File: config.mk
export PLATFORM = sky130hd
export DESIGN_NAME = pxser_top
export DESIGN_NICKNAME = d
export VERILOG_FILES = /design/src/rtl/pxser_pkg.sv /design/src/rtl/pxser_line_timer.sv /design/src/rtl/pxser_attr_store.sv /design/src/rtl/pxser_shift_unit.sv /design/src/rtl/pxser_top.sv
export SDC_FILE = /design/constraint.sdc
export NUM_CORES = 1
export LEC_CHECK = 0
export BUFFER_PORTS_ARGS = -buffer_cell sky130_fd_sc_hd__buf_4
export CAP_MARGIN = 20
export CORE_MARGIN = 2
export CORE_UTILIZATION = 55
export CTS_BUF_LIST = sky130_fd_sc_hd__clkbuf_8
export DETAILED_ROUTE_END_ITERATION = 12
export PLACE_DENSITY = 0.79
export SLEW_MARGIN = 20
export SYNTH_ARGS = -nofsm -noshare
export SYNTH_HDL_FRONTEND = slang
export SYNTH_SLANG_ARGS = --single-unit
File: constraint.sdc
create_clock -name clk -period 2.91 [get_ports clk]
set_clock_uncertainty 0.1 [all_clocks]
set_input_delay 0.291 -clock clk [delete_from_list [all_inputs] [get_ports clk]]
set_output_delay 0.291 -clock clk [all_outputs]
set_load 0.01 [all_outputs]
File: src/rtl/pxser_pkg.sv
package pxser_pkg;

  localparam int LEAD_CYC = 8;
  localparam int CHAR_PIX = 8;

  typedef enum logic [1:0] {
    AM_MONO = 2'b00,
    AM_HALF = 2'b01,
    AM_FULL = 2'b10,
    AM_FULL_ALT = 2'b11
  } amode_t;

  // fixed 16-entry colour map: low half direct, high half mirrored
  function automatic logic [2:0] cmap(input logic [3:0] idx);
    return idx[3] ? ~idx[2:0] : idx[2:0];
  endfunction

  // log2 of the pixel hold length; code 3 folds onto x4
  function automatic logic [1:0] scale_log2(input logic [1:0] code);
    return (code == 2'b11) ? 2'b10 : code;
  endfunction

endpackage

File: src/rtl/pxser_line_timer.sv
module pxser_line_timer
  import pxser_pkg::*;
#(
  parameter int LINE_PIX = 640,
  parameter int COL_W = 7
) (
  input  logic             clk,
  input  logic             rst_n,
  input  logic             line_start,
  input  logic [1:0]       scale_sel,
  output logic             pix_on,
  output logic             shift_en,
  output logic             ld,
  output logic             ld_last,
  output logic [COL_W-1:0] rd_col
);
  localparam int MAX_COLS = LINE_PIX / CHAR_PIX;
  localparam int CYC_W = $clog2(LEAD_CYC + LINE_PIX);

  logic             run;
  logic [CYC_W-1:0] cyc;
  logic [1:0]       hold_cnt;
  logic [2:0]       bit_cnt;
  logic [COL_W-1:0] col;

  logic [1:0]       lsh;
  logic [1:0]       hold_lim;
  logic [COL_W-1:0] last_col;
  logic             lead_end;
  logic             end_hold;
  logic             char_end;

  always_comb begin
    lsh      = scale_log2(scale_sel);
    hold_lim = 2'((3'd1 << lsh) - 3'd1);
    last_col = COL_W'(MAX_COLS >> lsh) - COL_W'(1);
    pix_on   = run && (cyc >= CYC_W'(LEAD_CYC));
    lead_end = run && (cyc == CYC_W'(LEAD_CYC - 1));
    end_hold = pix_on && (hold_cnt == hold_lim);
    char_end = end_hold && (bit_cnt == 3'd7);
    ld       = lead_end || (char_end && (col != last_col));
    rd_col   = lead_end ? '0 : col + COL_W'(1);
    ld_last  = ld && (rd_col == last_col);
    shift_en = end_hold;
  end

  always_ff @(posedge clk) begin
    if (!rst_n) begin
      run      <= 1'b0;
      cyc      <= '0;
      hold_cnt <= '0;
      bit_cnt  <= '0;
      col      <= '0;
    end else if (line_start) begin
      run      <= 1'b1;
      cyc      <= '0;
      hold_cnt <= '0;
      bit_cnt  <= '0;
      col      <= '0;
    end else if (run) begin
      if (cyc == CYC_W'(LEAD_CYC + LINE_PIX - 1)) run <= 1'b0;
      cyc <= cyc + CYC_W'(1);
      if (pix_on) begin
        if (end_hold) begin
          hold_cnt <= '0;
          bit_cnt  <= bit_cnt + 3'd1;
          if (bit_cnt == 3'd7 && col != last_col) col <= col + COL_W'(1);
        end else begin
          hold_cnt <= hold_cnt + 2'd1;
        end
      end
    end
  end

  AST_LD_SPACING: assert property (@(posedge clk) disable iff (!rst_n) ld |=> !ld);
  AST_LEAD_QUIET: assert property (@(posedge clk) disable iff (!rst_n) line_start |=> !pix_on);

endmodule

File: src/rtl/pxser_attr_store.sv
module pxser_attr_store #(
  parameter int DEPTH = 40,
  parameter int COL_W = 7
) (
  input  logic             clk,
  input  logic             rst_n,
  input  logic             line_start,
  input  logic             attr_fire,
  input  logic             attr_on,
  input  logic             half_mode,
  input  logic [2:0]       char_row,
  input  logic [7:0]       wr_data,
  input  logic [COL_W-1:0] rd_col,
  output logic [7:0]       rd_attr
);
  localparam int AW = $clog2(DEPTH);
  localparam int PW = $clog2(DEPTH + 1);

  logic [7:0]       mem [DEPTH];
  logic [PW-1:0]    wptr;
  logic             we;
  logic [COL_W-1:0] idx;
  logic [7:0]       entry;
  logic [3:0]       nib;

  assign we = attr_fire && attr_on && (char_row == 3'd0) && (wptr < PW'(DEPTH));

  always_ff @(posedge clk) begin
    if (!rst_n) begin
      wptr <= '0;
      for (int i = 0; i < DEPTH; i++) mem[i] <= 8'h00;
    end else begin
      if (line_start) wptr <= '0;
      else if (we) wptr <= wptr + PW'(1);
      if (we) mem[AW'(wptr)] <= wr_data;
    end
  end

  always_comb begin
    idx     = half_mode ? (rd_col >> 1) : rd_col;
    entry   = (idx < COL_W'(DEPTH)) ? mem[AW'(idx)] : 8'h00;
    nib     = rd_col[0] ? entry[7:4] : entry[3:0];
    rd_attr = half_mode ? {4'h0, nib} : entry;
  end

  AST_ROW_GATE: assert property (@(posedge clk) disable iff (!rst_n)
    (char_row != 3'd0 && !line_start) |=> $stable(wptr));

endmodule

File: src/rtl/pxser_shift_unit.sv
module pxser_shift_unit (
  input  logic       clk,
  input  logic       rst_n,
  input  logic       ld,
  input  logic       shift_en,
  input  logic       hold_full,
  input  logic [7:0] hold_byte,
  input  logic [7:0] rd_attr,
  output logic       px_bit,
  output logic       char_ok,
  output logic [7:0] cur_attr
);
  logic [7:0] sh;

  always_ff @(posedge clk) begin
    if (!rst_n) begin
      sh       <= '0;
      char_ok  <= 1'b0;
      cur_attr <= '0;
    end else if (ld) begin
      sh       <= hold_full ? hold_byte : 8'h00;
      char_ok  <= hold_full;
      cur_attr <= rd_attr;
    end else if (shift_en) begin
      sh <= {sh[6:0], 1'b0};
    end
  end

  assign px_bit = sh[7];

  AST_MSB_FIRST: assert property (@(posedge clk) disable iff (!rst_n)
    (ld && hold_full) |=> (px_bit == $past(hold_byte[7])));

endmodule

File: src/rtl/pxser_top.sv
module pxser_top
  import pxser_pkg::*;
#(
  parameter int LINE_PIX = 640,
  parameter int ATTR_DEPTH = 40
) (
  input  logic       clk,
  input  logic       rst_n,
  input  logic       line_start,
  input  logic [1:0] scale_sel,
  input  logic [1:0] attr_mode,
  input  logic [2:0] char_row,
  input  logic       disp_en,
  input  logic       in_valid,
  output logic       in_ready,
  input  logic [7:0] in_data,
  input  logic       in_is_attr,
  output logic [2:0] rgb_o
);
  localparam int MAX_COLS = LINE_PIX / CHAR_PIX;
  localparam int COL_W = $clog2(MAX_COLS);

  logic             fetch_on;
  logic             hold_full;
  logic [7:0]       hold_byte;
  logic             fire, bm_fire, attr_fire;
  logic             pix_on, shift_en, ld, ld_last;
  logic [COL_W-1:0] rd_col;
  logic [7:0]       rd_attr, cur_attr;
  logic             px_bit, char_ok;
  logic [2:0]       pick;
  amode_t           mode;

  assign mode      = amode_t'(attr_mode);
  assign in_ready  = fetch_on && !hold_full;
  assign fire      = in_valid && in_ready;
  assign bm_fire   = fire && !in_is_attr;
  assign attr_fire = fire && in_is_attr;

  always_ff @(posedge clk) begin
    if (!rst_n) begin
      fetch_on  <= 1'b0;
      hold_full <= 1'b0;
      hold_byte <= '0;
    end else begin
      if (line_start) fetch_on <= 1'b1;
      else if (ld_last) fetch_on <= 1'b0;
      if (bm_fire) begin
        hold_full <= 1'b1;
        hold_byte <= in_data;
      end else if (ld) begin
        hold_full <= 1'b0;
      end
    end
  end

  pxser_line_timer #(.LINE_PIX(LINE_PIX), .COL_W(COL_W)) u_timer (
    .clk(clk), .rst_n(rst_n), .line_start(line_start), .scale_sel(scale_sel),
    .pix_on(pix_on), .shift_en(shift_en), .ld(ld), .ld_last(ld_last), .rd_col(rd_col)
  );

  pxser_attr_store #(.DEPTH(ATTR_DEPTH), .COL_W(COL_W)) u_store (
    .clk(clk), .rst_n(rst_n), .line_start(line_start), .attr_fire(attr_fire),
    .attr_on(mode != AM_MONO), .half_mode(mode == AM_HALF), .char_row(char_row),
    .wr_data(in_data), .rd_col(rd_col), .rd_attr(rd_attr)
  );

  pxser_shift_unit u_shift (
    .clk(clk), .rst_n(rst_n), .ld(ld), .shift_en(shift_en), .hold_full(hold_full),
    .hold_byte(hold_byte), .rd_attr(rd_attr), .px_bit(px_bit), .char_ok(char_ok),
    .cur_attr(cur_attr)
  );

  always_comb begin
    case (mode)
      AM_MONO: pick = px_bit ? 3'b111 : 3'b000;
      AM_HALF: pick = px_bit ? cmap({2'b00, cur_attr[1:0]}) : cmap({2'b00, cur_attr[3:2]});
      default: pick = px_bit ? cmap(cur_attr[3:0]) : cmap(cur_attr[7:4]);
    endcase
    rgb_o = (disp_en && pix_on && char_ok) ? pick : 3'b000;
  end

  AST_NO_OVERFLOW: assert property (@(posedge clk) disable iff (!rst_n) bm_fire |=> !in_ready);
  AST_FETCH_CLOSED: assert property (@(posedge clk) disable iff (!rst_n) ld_last |=> !in_ready);
  AST_LEAD_BLACK: assert property (@(posedge clk) disable iff (!rst_n) line_start |=> (rgb_o == 3'b000));
  AST_UNDERRUN_BLACK: assert property (@(posedge clk) disable iff (!rst_n)
    (ld && !hold_full) |=> (rgb_o == 3'b000));

endmodule

==> summary.md <==
| Metric | Value |
|---|---|
| Cell Pwr Density | `551.9 nW/um^2` |
| # DRC | `0` |
| CORE AREA | `44410 sq um` |
| CP startpoint | `u_timer.cyc[0]` |
| Via count | `19353` |
| Crit path DAT | `3.52 ns` |
| Row Count | `77` |
| Slowest CP cell | `a221o_1` |
| Endpoints failing hold | `0` |
| Crit-path max FO | `9` |
| Post-synthesis cell type count | `76` |
| Largest net degree at the start of global routing | `66` |
| Final setup viols | `7` |
| Core Util, Final | `70.84%` |
| Post-route cell area | `31460 sq um` |
| Status | `finished, violations left` |
| Rel. slew slack | `43.37%` |
| Fin. max-slew vios | `0` |
| Post-Synthesis Cells | `2133` |
| Post-synthesis adder-cell area fraction | `0.3016%` |
| Type of origin of the critical path | `flop` |
| Post-synth EDFFs | `496` |
| Area leader, netlist | `edfxtp_1` |
| Hold Slack | `0.03664 ns` |
| Compound-Gate Fraction of Synth Area | `9.487%` |
| Bufs and invs on worst path | `4` |
| Share of cells above drive strength 1 | `22.08%` |
| Mean number of vias per cell | `5.995` |
| Worst Setup End Kind | `flop` |
| Tcrit/Tclk final | `105.2%` |
| Antenna Nets Post-Route | `0` |
| Yosys warning count | `0` |
| Combinational Power Share | `8.5%` |
| Die ar. | `46970 sq um` |
| Clk pin slew, worst setup/hold paths | `0.06 ns` |
| HPWL Detailed | `43.51 mm` |
| CTS Buf Count | `90` |
| Leak pwr | `0.01215 uW` |
| Largest family of logic cells by synthesized area | `simple AND/OR/NAND/NOR gates` |
| Most frequent cells in the layout | `496 x edfxtp_1, 340 x nand2_1, 324 x and2_1` |
| Cell area after synthesis | `24890 sq um` |
| Vert. Die Dim | `216.7 um` |
| Clock Sinks | `552` |
| Total gr overflow | `0` |
| Boundary pin count | `25` |
| Tot Pwr | `17360 uW` |
| Clk pwr share | `38.4%` |
| Antenna diode count | `0` |
| Slew of the pin with the lowest slew margin | `0.8494 ns` |
| RSZ-0062 raised after global routing | `true` |
| Minimum clock period | `3.060 ns` |
| Sequential power share | `53.1%` |
| Max Clk Rate | `326.8 MHz` |
| Initial Util | `56.04%` |
| WL per Instance | `22.87 um` |
| Simple-Gate Fraction of Synth Area | `19.39%` |
| Max cap viols | `0` |
| Commonest non-fill, non-tap cell in the layout | `edfxtp_1` |
| Root buffer cell | `clkbuf_8` |
| Placed inst area | `28030 sq um` |
| Final Wtd Congestion | `0.9351` |
| P_int | `13180 uW` |
| Top post-synthesis cells by area | `edfxtp_1 60%, and2_1 8.1%, nand2_1 5.2%` |
| Crit path max-delay family | `compound AO/OA/AOI/OAI gates` |
| First drt pass iteration count | `6` |
| Critical Path RT | `3.37 ns` |
| Synth Area per Inst | `11.67 sq um` |
| Yosys reg bits | `552` |
| CP Class | `flop to flop` |
| Switch share | `24.12%` |
| Worst r2r src | `u_timer.cyc[0]` |
| Vias in the first global route | `18791` |
| Reg2Reg Setup Slack | `-0.15 ns` |
| Max clock buf depth | `3` |
| Post-synth top area share | `59.85%` |
| Hold WC Path Type | `input pin to flop` |
| Iter 0 DRT Violations | `2731` |
| Fin worst setup slack | `-0.1503 ns` |
| Final-stage net count | `2592` |
| Initial antenna violation count | `0` |
| Number of H-tree levels | `3` |
| Die W | `216.7 um` |
| Failing checks | `negative setup slack` |
| Mux contribution to synthesized area | `2.458%` |
| Clock Latency Late Sink | `0.70 ns` |
| GR Util All Layers | `29.73%` |
| Hold path start | `in_valid` |
| CTS tree | `yes` |
| Worst-path cell chain | `ha_4 -> and3_4 -> and3_4 -> a211oi_4 -> buf_12 -> buf_12 -> buf_4 -> nand3_1 -> a311oi_2 -> buf_4 -> a21o_1 -> a2111oi_4 -> a221o_1` |
| First-pass GRT wire length | `105.8 mm` |
| Sequential cell area fraction in the yosys report | `64.35%` |
| Synth Flop Type | `edfxtp_1` |
| Worst VDD drop | `0.3684 mV` |
| Psw | `4187 uW` |
| CP max stage delay | `0.35 ns` |
| Post-synthesis xor/xnor area fraction | `1.161%` |
| I/O Buffers | `24` |
| Synth-to-layout area growth | `26.42%` |
| Synth async-reset ratio | `0%` |
| Final WL | `73.84 mm` |
==> worst paths after layout <==
check	cells past startpoint	to
worst max register to register	13	u_shift.cur_attr[0]
worst min register to register	2	hold_byte[4]
worst min-delay path	6	u_store.wptr[3]
worst max-delay path	13	u_shift.cur_attr[0]
==> repair_timing <==
item                                    4_1_cts  5_1_grt
resized for setup                            98      101
endpoints found under the hold margin        17        0
endpoints found under the setup margin        8       10
pin swaps                                    37       53
buffers inserted                             19       22
gates cloned                                  7        6
hold buffers                                  2        0
==> area by class of cell <==
class                      instances  area [sq um]
clock buffer                      98          1349
clock inverter                    65         407.9
fill                            2754         12950
inverter                           8         30.03
multi-input combinational       1598          9709
sequential                       552         16030
tap                              592         740.7
timing repair buffer             315          3199
==> power groups by stage <==
stage,registers [uW],clock network (uW),logic (uW)
after global routing,9240,7020,1540
after CTS,9200,6670,1290
after detailed placement,9360,0,1170
after global placement,9340,0,1140
final,9220,6670,1470
after floorplan,9300,0,630
==> flip-flops by register name, summed over array words and instances (netlist names) <==
register          flops
u_shift.cur_attr      8
u_timer.col           7
hold_byte             8
u_timer.bit_cnt       3
u_timer.cyc          10
u_shift.sh            8
u_timer.run           1
u_shift.char_ok       1
fetch_on              1
u_store.mem         496
u_store.wptr          6
u_timer.hold_cnt      2
hold_full             1
==> per-layer routing <==
layer  track usage [%]  wire length (um)  vias to the layer above
met1             37.64             26520                     9330
met5                 0                 0                        -
met4             14.66              4131                        0
met3             6.849              8421                      275
li1                  -                 -                     8419
met2             48.39             34760                     1329
==> stage by stage <==
step | setup TNS (ns) | cells | worst slack, ns
6_report | -0.6054 | 3228 | -0.1503
4_1_cts | -0.3195 | 3204 | -0.1657
2_1_floorplan | -12.47 | 2308 | -0.07625
3_5_place_dp | -3.292 | 3016 | -0.5223
3_3_place_gp | -2.600 | 3016 | -0.4269
5_1_grt | -1.314 | 3228 | -0.2459
==> synthesized netlist by cell type (all sizes together), types with 10 or more instances <==
library cell	n
edfxtp	496
nand2	348
and2	324
nor2	115
a21oi	99
clkbuf	78
nand3	75
buf	73
o21ai	73
dfxtp	56
mux2i	51
and3	37
a31oi	35
a311oi	27
a211oi	24
xor2	22
nor3	21
a221oi	19
nand4	16
a221o	12
xnor2	11
o22ai	10
==> tightest hold or removal path, delay by kind of cell <==
kind                   cells  cell delay [ns]
AND/OR/NAND/NOR            4             0.32
buffers and inverters      1             0.11
XOR/XNOR                   1             0.06
==> cell families after synthesis <==
family / count (synthesis)
other: 1
adders and majority gates: 6
buffers and inverters: 159
muxes: 60
xor gates and xnor gates: 33
and+or+nand+nor: 966
AOI/OAI and AO/OA: 356
DFF: 552
(Power assumes the default switching activity.)
